===== config.mk =====
export PLATFORM = sky130hd
export DESIGN_NAME = ir_slot_encoder
export DESIGN_NICKNAME = d
export VERILOG_FILES = /design/src/rtl/ir_slot_pkg.sv /design/src/rtl/ir_unit_timer.sv /design/src/rtl/ir_carrier_gen.sv /design/src/rtl/ir_slot_encoder.sv
export SDC_FILE = /design/constraint.sdc
export NUM_CORES = 1
export LEC_CHECK = 0
export ABC_AREA = 1
export BUFFER_PORTS_ARGS = -buffer_cell sky130_fd_sc_hd__buf_2
export CORE_ASPECT_RATIO = 1.4
export CORE_UTILIZATION = 35
export DETAILED_ROUTE_END_ITERATION = 7
export GPL_TIMING_DRIVEN = 0
export SLEW_MARGIN = 20
export SYNTH_ARGS = -nofsm -noshare
export SYNTH_HDL_FRONTEND = slang
export SYNTH_SLANG_ARGS = --single-unit

===== constraint.sdc =====
create_clock -name clk -period 12.12 [get_ports clk]
set_input_delay 3.636 -clock clk [delete_from_list [all_inputs] [get_ports clk]]
set_output_delay 3.636 -clock clk [all_outputs]
set_load 0.02 [all_outputs]

===== src/rtl/ir_slot_pkg.sv =====
package ir_slot_pkg;

    localparam int CODE_W      = 31;
    localparam int SLOT_COUNT  = 2 * CODE_W + 2;
    localparam int SLOT_IDX_W  = $clog2(SLOT_COUNT);
    localparam int POS_W       = $clog2(CODE_W);

    // Positions whose integrity slot carries the pair rule
    localparam logic [CODE_W-1:0] PAIR_MASK = 31'h437F7E00;

    typedef enum logic [1:0] {
        SLOT_HEAD,
        SLOT_CHECK,
        SLOT_DATA,
        SLOT_TAIL
    } slot_kind_e;

    typedef struct packed {
        slot_kind_e       kind;
        logic [POS_W-1:0] pos;
    } slot_desc_t;

    function automatic slot_desc_t decode_slot(logic [SLOT_IDX_W-1:0] idx);
        slot_desc_t d;
        logic [SLOT_IDX_W-1:0] k;
        k = (idx - SLOT_IDX_W'(1)) >> 1;
        d.pos = POS_W'(SLOT_IDX_W'(CODE_W - 1) - k);
        if (idx == '0)
            d.kind = SLOT_HEAD;
        else if (idx == SLOT_IDX_W'(SLOT_COUNT - 1))
            d.kind = SLOT_TAIL;
        else if (idx[0])
            d.kind = SLOT_CHECK;
        else
            d.kind = SLOT_DATA;
        return d;
    endfunction

    function automatic logic slot_level(slot_desc_t d, logic [CODE_W-1:0] code);
        logic [CODE_W:0] ext;
        logic            lvl;
        ext = {1'b0, code};
        case (d.kind)
            SLOT_HEAD:  lvl = 1'b1;
            SLOT_CHECK: lvl = PAIR_MASK[d.pos] && !ext[d.pos]
                              && !ext[6'(d.pos) + 6'd1];
            SLOT_DATA:  lvl = !ext[d.pos];
            default:    lvl = 1'b0;
        endcase
        return lvl;
    endfunction

endpackage


===== src/rtl/ir_unit_timer.sv =====
module ir_unit_timer #(
    parameter int TICK_DIV = 125,
    parameter int UNIT_US  = 416
) (
    input  logic clk,
    input  logic rst,
    input  logic en,
    output logic slot_end
);
    localparam int TW = $clog2(TICK_DIV + 1);
    localparam int UW = $clog2(UNIT_US + 1);
    localparam logic [TW-1:0] TICK_LAST = TW'(TICK_DIV - 1);
    localparam logic [UW-1:0] UNIT_LAST = UW'(UNIT_US - 1);

    logic [TW-1:0] tick_cnt;
    logic [UW-1:0] unit_cnt;
    logic          tick;

    assign tick     = en && (tick_cnt == TICK_LAST);
    assign slot_end = tick && (unit_cnt == UNIT_LAST);

    always_ff @(posedge clk) begin
        if (rst || !en) begin
            tick_cnt <= '0;
            unit_cnt <= '0;
        end else if (tick) begin
            tick_cnt <= '0;
            unit_cnt <= (unit_cnt == UNIT_LAST) ? '0 : unit_cnt + UW'(1);
        end else begin
            tick_cnt <= tick_cnt + TW'(1);
        end
    end


    slot_wrap_chk: assert property (@(posedge clk) disable iff (rst)
        slot_end |=> (tick_cnt == '0 && unit_cnt == '0));


    idle_clear_chk: assert property (@(posedge clk) disable iff (rst)
        !en |=> (unit_cnt == '0 && !slot_end));

endmodule


===== src/rtl/ir_carrier_gen.sv =====
module ir_carrier_gen #(
    parameter int HALF = 1645
) (
    input  logic clk,
    input  logic rst,
    input  logic en,
    output logic wave
);
    localparam int CW = $clog2(HALF + 1);
    localparam logic [CW-1:0] HALF_LAST = CW'(HALF - 1);

    logic [CW-1:0] cnt;

    always_ff @(posedge clk) begin
        if (rst || !en) begin
            cnt  <= '0;
            wave <= 1'b1;
        end else if (cnt == HALF_LAST) begin
            cnt  <= '0;
            wave <= !wave;
        end else begin
            cnt <= cnt + CW'(1);
        end
    end


    phase_start_chk: assert property (@(posedge clk) disable iff (rst)
        !en |=> wave);

endmodule


===== src/rtl/ir_slot_encoder.sv =====
module ir_slot_encoder
    import ir_slot_pkg::*;
#(
    parameter int TICK_DIV     = 125,
    parameter int UNIT_US      = 416,
    parameter int CARRIER_HALF = 1645
) (
    input  logic              clk,
    input  logic              rst,
    input  logic              start,
    input  logic [CODE_W-1:0] scancode,
    input  logic              carrier_en,
    output logic              ir_out,
    output logic              busy,
    output logic              done
);
    localparam logic [SLOT_IDX_W-1:0] LAST_SLOT = SLOT_IDX_W'(SLOT_COUNT - 1);

    logic [SLOT_IDX_W-1:0] slot_idx;
    logic [CODE_W-1:0]     code_q;
    logic                  slot_end;
    logic                  wave;
    logic                  pulse_lvl;
    slot_desc_t            cur_slot;

    ir_unit_timer #(.TICK_DIV(TICK_DIV), .UNIT_US(UNIT_US)) u_timer (
        .clk(clk), .rst(rst), .en(busy), .slot_end(slot_end)
    );

    ir_carrier_gen #(.HALF(CARRIER_HALF)) u_carrier (
        .clk(clk), .rst(rst), .en(busy), .wave(wave)
    );

    always_ff @(posedge clk) begin
        if (rst) begin
            busy     <= 1'b0;
            done     <= 1'b0;
            slot_idx <= '0;
            code_q   <= '0;
        end else begin
            done <= 1'b0;
            if (!busy) begin
                if (start) begin
                    busy     <= 1'b1;
                    slot_idx <= '0;
                    code_q   <= scancode;
                end
            end else if (slot_end) begin
                if (slot_idx == LAST_SLOT) begin
                    busy     <= 1'b0;
                    done     <= 1'b1;
                    slot_idx <= '0;
                end else begin
                    slot_idx <= slot_idx + SLOT_IDX_W'(1);
                end
            end
        end
    end

    always_comb begin
        cur_slot  = decode_slot(slot_idx);
        pulse_lvl = slot_level(cur_slot, code_q);
        ir_out    = busy && pulse_lvl && (carrier_en ? wave : 1'b1);
    end


    idle_space_chk: assert property (@(posedge clk) disable iff (rst)
        !busy |-> !ir_out);


    done_single_chk: assert property (@(posedge clk) disable iff (rst)
        done |=> !done);


    busy_fall_chk: assert property (@(posedge clk) disable iff (rst)
        $fell(busy) |-> done);


    code_hold_chk: assert property (@(posedge clk) disable iff (rst)
        (busy && $past(busy)) |-> $stable(code_q));


    head_pulse_chk: assert property (@(posedge clk) disable iff (rst)
        $rose(busy) |-> ir_out);

endmodule


======== After elaboration in Yosys (flattened, before gate mapping) ========
Memory sizes are Yosys's and may differ from the RTL's.
Cells that the tools add are included.
storage, ports and cells
  output and inout port bits .............. 3
  word-level logic and storage cells ...... 66
  memories kept ........................... 1
  bits in registers ....................... 67
  RAM bits ................................ 0
  memory bits (read-only) ................. 32
  latch bits .............................. 0
memory list
  memory           depth  width  read ports  clocked after memory_dff  wr ports  line               source
  (no name shown)  32     1      1           0                         0         ir_slot_pkg.sv:45  SLOT_CHECK: lvl = PAIR_MASK[d.pos] && !ext[d.pos]
cells by class
  add/sub/neg operators ................... 7
  magnitude comparators ................... 2
  shifts and indexed selects .............. 0
  bitwise operators ....................... 2
  multiplexer cells ....................... 20
  multipliers ............................. 0
  divide/modulo/power cells ............... 0
  equality and inequality tests ........... 7
  reductions and logical operators ........ 19
operators with widths
  kind                   number
  $mux 6                 4
  $add 11x1->11 const B  1
  $eq 11x11->1 const B   1
  $bmux 1 s5             2
  $add 9x1->9 const B    1
  $eq 9x9->1 const B     1
  $mux 1                 9
  $mux 9                 1
  $add 7x1->7 const B    1
  $eq 7x7->1 const B     1
  $add 5x1->6 const B    1
  $add 6x1->6 const B    1
  $eq 6x6->1 const B     1
  $logic_and 1x1->1      6
  $logic_not 6->1        1
  $lt 5x6->1 const B     1
  $lt 6x6->1 const B     1
  $mux 2                 3
  $sub 6x1->6 const B    1
  $sub 5x5->5 const A    1
  $logic_not 1->1        4
  $reduce_and 2->1       2
  $reduce_or 2->1        2
  $pmux 1 s3             1
  other kinds (8)        9

======== Logic depth before layout (Yosys ltp) ========
  depth after elaboration ................. 10
  depth in mapped cells ................... 22
  depth with buffers taken out ............ 21

======== Cells and area by module ========
A second synthesis with hierarchy kept.
unflattened totals
  cells, all modules ...................... 610
  area, all modules ....................... 4046.4 um^2
by module, submodules not included
  module           times used  cells an instance  sequential area each (um^2)  area each (um^2)
  ir_slot_encoder  1           403                780.7                        2526.2
  ir_unit_timer    1           121                320.3                        899.6
  ir_carrier_gen   1           86                 240.2                        620.6

======== Least setup slack after synthesis ========
OpenSTA, ideal clock, no wires.
  path type ............................... input -> output
  start ................................... in carrier_en
  end ..................................... out ir_out
  slack ................................... 4501 ps
  arrival ................................. 3983 ps
  cell stages on the path ................. 3
  buffers on the path ..................... 0
  data required time ...................... 8484 ps
  cell sequence ........................... inv_1 o21ai_0 a21oi_2
between the ends
  word-level cells in the longest chain between the ends .. 2
RTL lines
  what               line                   source
  from (decl)        ir_slot_encoder.sv:12  input logic carrier_en,
  $mux 1             ir_slot_encoder.sv:63  ir_out = busy && pulse_lvl && (carrier_en ? wave : 1'b1);
  $logic_and 1x1->1  ir_slot_encoder.sv:63
  to (decl)          ir_slot_encoder.sv:13  output logic ir_out,
Every way passes these cells.

======== Worst setup path after layout ========
Same ends and word-level chain as after synthesis.

==> report_table.html <==
<table>
<tr><th>Metric</th><th>Value</th></tr>
<tr><th colspan="2">Run status</th></tr>
<tr><td>Outcome</td><td>completed</td></tr>
<tr><th colspan="2">Die</th></tr>
<tr><td>Top-level port count</td><td>38</td></tr>
<tr><td>Core ar.</td><td>10100 sq um</td></tr>
<tr><td>Horiz. Die Dim</td><td>around 89 microns</td></tr>
<tr><td>Std cell rows</td><td>43</td></tr>
<tr><td>Initial core utilization</td><td>36.6%</td></tr>
<tr><td>Height of the chip</td><td>123 microns</td></tr>
<tr><td>Die area</td><td>10900 sq um</td></tr>
<tr><th colspan="2">GRT</th></tr>
<tr><td>Congestion Overflow GR</td><td>0</td></tr>
<tr><td>Gr usage total</td><td>19.0%</td></tr>
<tr><td>Maximum number of pins on one net before global-route repair</td><td>12</td></tr>
<tr><td>Wire length of the first global-routing pass</td><td>15700 microns</td></tr>
<tr><td>Antenna violations before repair</td><td>0</td></tr>
<tr><td>Via count of the first global-routing pass</td><td>roughly 3600</td></tr>
<tr><th colspan="2">Finish</th></tr>
<tr><td>Synthesis-to-layout area growth</td><td>17.4%</td></tr>
<tr><td>Most frequent cells in the layout</td><td>nand2_1 (100), nor2_1 (76), o21ai_0 (67), dfxtp_1 (67), inv_1 (62)</td></tr>
<tr><td>Fraction of layout cells with a size suffix above 1</td><td>12.9%</td></tr>
<tr><td>Number of nets in the layout</td><td>648</td></tr>
<tr><td>Antenna cell count</td><td>0</td></tr>
<tr><td>Leading cell type in the layout, fill and taps excluded</td><td>nand2_1</td></tr>
<tr><th colspan="2">Worst setup path</th></tr>
<tr><td>Required time worst endpoint</td><td>8480 ps</td></tr>
<tr><td>Destination of the worst register-to-register timing path</td><td>slot_idx[4]</td></tr>
<tr><td>R2R depth</td><td>7</td></tr>
<tr><td>List of cells traversed by the critical path</td><td>buf_2, inv_1, o21ai_0, a21oi_2, buf_2</td></tr>
<tr><td>CP max FO</td><td>1</td></tr>
<tr><td>Crit-path most repeated cell</td><td>buf_2</td></tr>
<tr><td>Worst-case register-to-register setup slack</td><td>10260 ps</td></tr>
<tr><td>Worst setup path class</td><td>input port to primary output</td></tr>
<tr><td>Worst path max stage delay</td><td>260 ps</td></tr>
<tr><td>Master of the slowest instance on the critical path</td><td>o21ai_0</td></tr>
<tr><td>Reg-to-Reg Start</td><td>busy</td></tr>
<tr><td>Crit path arrival time</td><td>4230 ps</td></tr>
<tr><td>Kind of end point of the critical path</td><td>primary output</td></tr>
<tr><td>Setup crit start kind</td><td>input port</td></tr>
<tr><th colspan="2">Clock network</th></tr>
<tr><td>Post-CTS Hold Fix Bufs</td><td>0</td></tr>
<tr><td>Clock sink total</td><td>67</td></tr>
<tr><td>Insertion delay to the later sink of the worst-skew pair</td><td>330 ps</td></tr>
<tr><td># resized after CTS</td><td>0</td></tr>
<tr><td># H-tree levels</td><td>3</td></tr>
<tr><td>CTS root buffer</td><td>clkbuf_16</td></tr>
<tr><td>Maximum number of buffers from clock root to sink</td><td>2</td></tr>
<tr><td>Clock-pin slew on the worst setup and hold paths</td><td>60 ps</td></tr>
<tr><td>Number of post-CTS setup repair buffers</td><td>0</td></tr>
<tr><td>TritonCTS clock tree</td><td>yes</td></tr>
<tr><td>Num CTS Buffers</td><td>9</td></tr>
<tr><th colspan="2">Drt</th></tr>
<tr><td>Overall via count from detail_route</td><td>~3700</td></tr>
<tr><td>Routed Wire Length</td><td>9340 microns</td></tr>
<tr><td>Vias per std cell</td><td>5.01</td></tr>
<tr><td>Count of TritonRoute iterations in the first routing pass</td><td>5</td></tr>
<tr><td>ANT nets after route</td><td>0</td></tr>
<tr><td>DRC violations left</td><td>0</td></tr>
<tr><td>Wire length per cell after detailed routing</td><td>about 13 microns</td></tr>
<tr><td>Violation count after the first detailed-route iteration</td><td>164</td></tr>
<tr><th colspan="2">Min path</th></tr>
<tr><td>Hold Crit Endpoint</td><td>u_timer.tick_cnt[6]</td></tr>
<tr><td>Kind of path behind the tightest hold check</td><td>flip-flop to flip-flop</td></tr>
<tr><td>Hold Path Origin</td><td>u_timer.tick_cnt[6]</td></tr>
<tr><td>Cell count of the worst hold path</td><td>1</td></tr>
<tr><th colspan="2">Timing</th></tr>
<tr><td>Fin. max-slew vios</td><td>0</td></tr>
<tr><td>Final-layout setup total negative slack</td><td>0 ps</td></tr>
<tr><td>Slew @ Worst Pin</td><td>480 ps</td></tr>
<tr><td>Setup violation total in the final timing report</td><td>0</td></tr>
<tr><td>Clock tree skew after final layout</td><td>5.40 ps</td></tr>
<tr><td>Final count of hold timing violations</td><td>0</td></tr>
<tr><td>Hold WS</td><td>455 ps</td></tr>
<tr><td>Slew HR</td><td>68.0%</td></tr>
<tr><td>Max Fclk</td><td>127 MHz</td></tr>
<tr><td>Final setup slack of the worst path</td><td>4250 ps</td></tr>
<tr><td>Setup repair after global routing missed its margin</td><td>no</td></tr>
<tr><td>Share of the cycle needed by the critical path after routing</td><td>roughly two thirds</td></tr>
<tr><td>Min Clock Period, post-route</td><td>7870 ps</td></tr>
<tr><th colspan="2">Synth</th></tr>
<tr><td>Post-synthesis sequential area ratio</td><td>36.5%</td></tr>
<tr><td>Synthesized net count</td><td>601</td></tr>
<tr><td>Synth Flop Type</td><td>dfxtp_1</td></tr>
<tr><td>Post-synth top area cell</td><td>dfxtp_1</td></tr>
<tr><td>Top cell type's share of synthesized area</td><td>approximately 36%</td></tr>
<tr><td>Top area cells in the synthesized netlist</td><td>dfxtp_1 (36%), nand2_1 (10%), o21ai_0 (9.1%)</td></tr>
<tr><td>Number of warnings issued by yosys</td><td>0</td></tr>
<tr><td>Share of async-settable or async-resettable flops after synthesis</td><td>0%</td></tr>
<tr><td>Post-synthesis cell type count</td><td>33</td></tr>
<tr><td>Post-synthesis average cell area</td><td>6.64 sq um</td></tr>
<tr><td>Flip-flop and latch count after synthesis</td><td>67</td></tr>
<tr><td>Cells after Synth</td><td>554</td></tr>
<tr><td>Number of synthesized flops with an enable pin</td><td>0</td></tr>
<tr><td>Total standard cell area after synthesis</td><td>3680 sq um</td></tr>
<tr><th colspan="2">Job</th></tr>
<tr><td>Number of max-cap violations</td><td>0</td></tr>
<tr><th colspan="2">Power</th></tr>
<tr><td>Pwr dens</td><td>155 nW/um^2</td></tr>
<tr><td>Leak pwr</td><td>1.82 nW</td></tr>
<tr><td>IR Drop Worst-Case VDD</td><td>75.8 uV</td></tr>
<tr><th colspan="2">Place</th></tr>
<tr><td>RePlAce Congestion</td><td>0.881</td></tr>
<tr><td>DP Worst Slack</td><td>roughly 4200 ps</td></tr>
<tr><td>Number of port buffers</td><td>36</td></tr>
<tr><td>Estimated wirelength of the detail-placed design</td><td>7130 microns</td></tr>
</table>
layer usage:
| layer | vias up | track usage [%] | part of all wire (%) |
|---|---|---|---|
| li1 | 1920 | - | - |
| met1 | 1666 | 21.4 | 43 |
| met2 | 93 | 32.8 | 48 |
| met3 | 29 | 4.07 | 4.8 |
| met4 | 0 | 10.3 | 3.6 |
| met5 | - | 0 | 0 |
power by group:
part | internal [mW] | switching [mW] | leakage, nW
Clock | 0.154 | 0.0946 | 0.133
Combinational | 0.0599 | 0.123 | 1.14
Sequential | 0.232 | 0.00758 | 0.548
cell usage after synthesis (4+ instances only):
library cell  instances
nor2_1               76
buf_2                 6
nand3_1              41
inv_1                62
ha_1                 12
a21oi_1              47
clkbuf_1              8
xor2_1                4
dfxtp_1              67
o21ai_0              67
a211oi_1              5
inv_2                 5
nand2_1             100
nand4_1               9
nor3_1                8
nand2_2               6
cells by family after synthesis:
kind of cell | Yosys count | synth area share [%]
DFF | 67 | 36.5
buffers and inverters | 84 | 8.85
and+or+nand+nor | 255 | 30.6
xor gates and xnor gates | 6 | 1.43
AOI/OAI and AO/OA | 130 | 18.6
adders and majority gates | 12 | 4.08
worst max path at each step:
stage	cells past startpoint	from	slack, ps	end
after global placement	5	carrier_en	4230	ir_out
after CTS	5	carrier_en	4240	ir_out
after global routing	5	carrier_en	4180	ir_out
after detailed placement	5	carrier_en	4250	ir_out
after floorplan	3	carrier_en	4500	ir_out
final	5	carrier_en	4250	ir_out
sequential cells by signal (all words and copies together) (netlist names):
register,count
code_q,31
busy,1
done,1
slot_idx,6
u_carrier.wave,1
u_timer.unit_cnt,9
u_carrier.cnt,11
u_timer.tick_cnt,7
worst max-delay path: cells and delay by family:
kind                   cells  cell delay, ps
AO/OA/AOI/OAI              2             330
buffers and inverters      3             270
metrics by stage:
stage	utilization (%)	std cells	instance area (sq um)	power, mW
final	42.9	740	4320	0.671
after global routing	42.9	740	4320	0.714
after CTS	42.9	740	4320	0.677
after detailed placement	40.0	725	4030	0.425
after global placement	40.0	725	4030	0.422
after floorplan	-	554	3680	0.375
final cells by class:
| type | instances | area [sq um] |
|---|---|---|
| clock buffer | 12 | 267 |
| multi-input combinational | 403 | 2010 |
| inverter | 68 | 258 |
| timing repair buffer | 36 | 180 |
| buffer | 16 | 67.6 |
| clock inverter | 3 | 22.5 |
| tap | 135 | 169 |
| sequential | 67 | 1340 |
| fill | 1087 | 5750 |
Note: power is estimated with default switching activity, not from simulation.
